===== config.mk =====
export PLATFORM = sky130hd
export DESIGN_NAME = pd_score_acc
export DESIGN_NICKNAME = d
export VERILOG_FILES = /design/src/rtl/pd_score_acc.sv
export SDC_FILE = /design/constraint.sdc
export NUM_CORES = 1
export LEC_CHECK = 0
export ABC_AREA = 1
export CAP_MARGIN = 20
export CORE_MARGIN = 4
export CORE_UTILIZATION = 35
export CTS_BUF_LIST = sky130_fd_sc_hd__clkbuf_4
export CTS_CLUSTER_SIZE = 24
export DETAILED_ROUTE_END_ITERATION = 8
export PLACE_DENSITY = 0.68
export SETUP_SLACK_MARGIN = 0.05
export SLEW_MARGIN = 10
export SYNTH_ARGS = -nofsm -noshare
export SYNTH_HDL_FRONTEND = slang
export SYNTH_SLANG_ARGS = --single-unit
export TNS_END_PERCENT = 20

===== constraint.sdc =====
create_clock -name clk -period 1.72 [get_ports clk]
set_input_delay 0.43 -clock clk [delete_from_list [all_inputs] [get_ports clk]]
set_output_delay 0.43 -clock clk [all_outputs]
set_load 0.01 [all_outputs]

===== src/rtl/pd_score_acc.sv =====
module pd_score_acc #(
  parameter int N = 20
) (
  input  logic                          clk,
  input  logic                          rst_n,
  input  logic                          start_i,
  input  logic                          sample_valid_i,
  input  logic [31:0]                   sample_i,
  output logic                          done_o,
  output logic [$clog2(4*N+1)-1:0]      score_o,
  output logic [$clog2(2*N+1)-1:0]      early1_cnt_o,
  output logic [$clog2(2*N+1)-1:0]      early0_cnt_o
);
  localparam int SW = $clog2(4*N+1);
  localparam int CW = $clog2(2*N+1);
  localparam int KW = $clog2(N+1);
  localparam logic [SW-1:0] BASE = SW'(2*N);

  logic          busy;
  logic [KW-1:0] taken;
  logic          done_q;
  logic [SW-1:0] score_q;
  logic [CW-1:0] c1_q, c0_q;

  wire [3:0] lo = sample_i[27:24];
  wire [3:0] hi = sample_i[31:28];

  function automatic logic is_pen(input logic [3:0] c);
    return (c == 4'h3) || (c == 4'hC);
  endfunction

  function automatic logic is_rew(input logic [3:0] c);
    return (c == 4'h1) || (c == 4'h4) || (c == 4'h5);
  endfunction

  wire launch = start_i & ~busy;
  wire accept = sample_valid_i & busy;

  wire [1:0] n_rew = {1'b0, is_rew(lo)} + {1'b0, is_rew(hi)};
  wire [1:0] n_pen = {1'b0, is_pen(lo)} + {1'b0, is_pen(hi)};
  wire [1:0] n_e1  = {1'b0, lo == 4'h3} + {1'b0, hi == 4'h3};
  wire [1:0] n_e0  = {1'b0, lo == 4'hC} + {1'b0, hi == 4'hC};

  always_ff @(posedge clk or negedge rst_n) begin
    if (!rst_n) begin
      busy    <= 1'b0;
      taken   <= '0;
      done_q  <= 1'b0;
      score_q <= BASE;
      c1_q    <= '0;
      c0_q    <= '0;
    end else begin
      done_q <= 1'b0;
      if (launch) begin
        busy    <= 1'b1;
        taken   <= '0;
        score_q <= BASE;
        c1_q    <= '0;
        c0_q    <= '0;
      end else if (accept) begin
        score_q <= score_q + SW'(n_rew) - SW'(n_pen);
        c1_q    <= c1_q + CW'(n_e1);
        c0_q    <= c0_q + CW'(n_e0);
        taken   <= taken + 1'b1;
        if (taken == KW'(N-1)) begin
          busy   <= 1'b0;
          done_q <= 1'b1;
        end
      end
    end
  end

  assign done_o       = done_q;
  assign score_o      = score_q;
  assign early1_cnt_o = c1_q;
  assign early0_cnt_o = c0_q;

  a_r11_score_range: assert property (@(posedge clk) disable iff (!rst_n)
    score_q <= SW'(4*N));
  a_r7_done_single: assert property (@(posedge clk) disable iff (!rst_n)
    done_q |=> !done_q);
  a_r7_done_at_end: assert property (@(posedge clk) disable iff (!rst_n)
    $fell(busy) |-> done_q);
  a_r2_launch_clears: assert property (@(posedge clk) disable iff (!rst_n)
    launch |=> (score_q == BASE) && (c1_q == '0) && (c0_q == '0));
  a_r8_idle_hold: assert property (@(posedge clk) disable iff (!rst_n)
    (!busy && !start_i) |=> $stable(score_q) && $stable(c1_q) && $stable(c0_q));
  a_r6_tally_step: assert property (@(posedge clk) disable iff (!rst_n)
    accept |=> (int'(c1_q) + int'(c0_q)) <= (int'($past(c1_q)) + int'($past(c0_q)) + 2));
endmodule


==> impl_metrics.yaml <==
power:
  seqPwrFrac_pct: 36.0
  p_leak_nw: 1.16
  clkPwrFrac_pct: 9.2
  switching_share_pct: 42.5
  peakVddDrop_mv: 0.465
  p_comb_share_pct: 54.7
  internal_power_w: 0.00166
  p_per_area_mw_per_mm2: 1300
  switchingPower_w: 0.00123
run_status:
  violations: "setup timing"
  status: "complete, but fails checks"
detailed_routing:
  vias: 1386
  first_iter_violations: 37
  drt-total-wl_microns: 3430
  postRouteAntennaNets: 0
  wire_per_inst_microns: 11.7
  avgViaCountPerCell: 4.73
  drc: 0
  firstDrtPassIters: 4
grt:
  antenna_found_initial: 0
  grt_pass1_vias: 1410
  gr-total-overflow: 0
  grt_pass1_wl_microns: 6000
  grt_max_degree: 27
  grt_util_all_layers_pct: 13.7
timing:
  min_period_over_period_pct: 137
  slew_viol_final: 0
  setup_viol: 13
  grt_setup_unrepaired: "yes"
  min_period_ns: 2.35
  hold_violations: 0
  setup_slack_ns: -0.631
  max_freq_mhz: 425
  fin_skew_ns: 0.00578
  max_slew.worst_pin.slew_ns: 0.342
  slew_headroom_pct: 77.0
finish:
  post-route-util_pct: 53.6
  synthToLayoutAreaGrowth_pct: 43.6
  multiInputGateArea_sq_um: 845
  seq_area_sq_um: 653
  fillers: 381
  stdcell_area_sq_mm: 0.00222
  diodes: 0
  drive_above_1_share_pct: 30.0
  nets: 294
clock_tree:
  cts_buffers: 3
  path_clk_slew_ns: 0.14
  cts-root-buf: "clkbuf_4"
  cts_hold_buf: 0
  cts_tree: "done"
  htreeDepth: 1
  clk_path_buf_depth: 2
  cts_num_sinks: 26
  clk_latency_ns: 0.32
floorplan:
  start_util_pct: 37.3
  dieArea_sq_mm: 0.00554
  die_width_microns: 74.4
  design.core.area_sq_mm: 0.00414
  ioPinCount: 56
  fp.dieH_microns: 74.4
  num_rows: 23
worst_hold_path:
  hp-class: "in -> async"
setup_path:
  end_kind: "flop"
  cp_max_fo: 3
  arrival_ns: 2.57
  path_class: "in -> reg"
  cp.required_ns: 1.94
  cp-start-kind: "primary input"
yosys:
  synth_edf_count: 0
  ys_async_sr_fraction_pct: 100
  ys_types: 27
  syn_area_per_cell_sq_um: 8.54
  ys_ff_latch: 26
  synth_area_sq_mm: 0.00155
  syn_inst: 181
  synth.net_count: 231
  ys_seq_area_share_pct: 42.3
  yosys_warnings: 0
  synth-main-ff-cell: "dfrtp_1"
place:
  gp_congestion: 0.723
  numPortBuffers: 31
  placed_cell_area_sq_mm: 0.00206
  dp_hpwl_microns: 2480
flow_run:
  maxCapViolations: 0
-- power groups by stage --
stage                     combinational [W]  clock (W)  sequential [W]
final                               0.00158   0.000266         0.00104
after global placement              0.00152          0         0.00105
after floorplan                    0.000915          0         0.00109
after global routing                0.00182   0.000294         0.00108
after CTS                           0.00157   0.000281         0.00104
after detailed placement            0.00157          0         0.00105
-- cell type report --
class                   instances  share of cell area [%]
clock buffers                   3                    1.01
clock inverters                 1                   0.169
inverters                      30                    5.19
multi-input cells             123                    38.0
flip-flops and latches         26                    29.4
well taps                      50                    2.82
repair buffers                 60                    23.3
-- routing by layer --
metal  part of all wire, %  wire, microns  vias up  track usage, %
met2                    47           1610       25            23.4
met3                   4.0            137        2            1.89
met5                     0              0        -               0
li1                      -              -      719               -
met4                  0.44             15        0            2.96
met1                    48           1660      640            18.5
-- stage by stage --
step                      hold WS, ns  setup TNS (ns)  cells  setup WS, ns  total power (W)
after global placement          0.487          -15.10    275         -1.41          0.00258
after global routing            0.497           -6.70    293        -0.710          0.00319
after CTS                       0.477           -4.84    292        -0.604          0.00289
after detailed placement        0.486          -15.55    275         -1.44          0.00262
final                           0.469           -5.62    293        -0.631          0.00289
after floorplan                 0.134           -5.14    181        -0.897          0.00201
-- Yosys cell counts (2+ instances only) --
cell type | instances | share of area, %
xor2_1 | 2 | 1.1
o21ai_1 | 2 | 0.65
o22ai_1 | 4 | 1.6
dfstp_2 | 2 | 3.4
or2_2 | 2 | 0.81
a21oi_1 | 13 | 4.2
o31ai_1 | 3 | 1.5
dfrtp_1 | 24 | 39
nor2_1 | 17 | 4.1
inv_1 | 27 | 6.6
ha_1 | 9 | 7.3
a22o_1 | 4 | 2.3
inv_2 | 3 | 0.73
nand4_1 | 2 | 0.81
o21ai_0 | 7 | 2.3
fa_1 | 5 | 6.5
nand3_1 | 12 | 3.9
nor3_1 | 3 | 0.97
nand2_1 | 32 | 7.8
-- kinds of logic (layout without fill, tap and decap cells) --
kind of cell,count (synthesis),count (layout),share of synthesized area [%]
AO/OA/AOI/OAI,34,34,12.9
XOR/XNOR,2,2,1.13
adder cells (fa/ha/maj),14,14,13.8
buffers and inverters,32,94,8.50
flip-flops,26,26,42.3
AND/OR/NAND/NOR,73,73,21.5
-- layout by cell type (no fill, tap or decap), types with 2 or more instances in the layout --
cell	count
buf_4	28
ha_1	8
inv_2	8
xor2_1	2
o31ai_4	2
o22ai_1	4
a22o_1	4
or2_4	2
fa_2	3
dlygate4sd2_1	17
dfrtp_1	24
nor2_2	2
nand4_1	2
nand3_1	9
nor2_1	16
dfstp_2	2
o21ai_1	5
inv_1	21
clkbuf_4	3
nand2_2	5
nor3_1	3
a21oi_1	12
nand3_2	3
buf_6	9
fa_1	2
o21ai_0	4
clkdlybuf4s50_1	4
nand2_1	28
-- critical path: stages --
cell and delay [ns]:
buf_6 0.09, or2_4 0.25, o31ai_4 0.18, fa_1 0.47, fa_2 0.37, inv_2 0.08
ha_4 0.14, fa_2 0.42, nand2_1 0.07, o21ai_1 0.06
-- path summary, 6_finish.rpt --
path | start | end | slack [ns] | cells past startpoint
max in group asynchronous | rst_n | score_o[3] | 0.95 | 2
setup reg to reg | score_o[0] | score_o[3] | 0.01 | 8
hold / removal | rst_n | score_o[2] | 0.47 | 2
setup / recovery | sample_i[24] | score_o[2] | -0.63 | 10
hold reg to reg | early1_cnt_o[4] | early1_cnt_o[4] | 0.50 | 1
min in group clk | early1_cnt_o[4] | early1_cnt_o[4] | 0.50 | 1
-- flip-flops by register name, summed over array words and instances (netlist names) --
name,cells
early0_cnt_o,6
score_o,7
early1_cnt_o,6
done_o,1
busy,1
taken,5
-- what timing repair did --
action,in CTS,in global routing
endpoints found under the hold margin,0,0
endpoints found under the setup margin,37,16
buffers inserted,13,1
gates resized for setup,72,7
pin swaps,18,1
No activity file was read; power rests on OpenSTA's default activity.
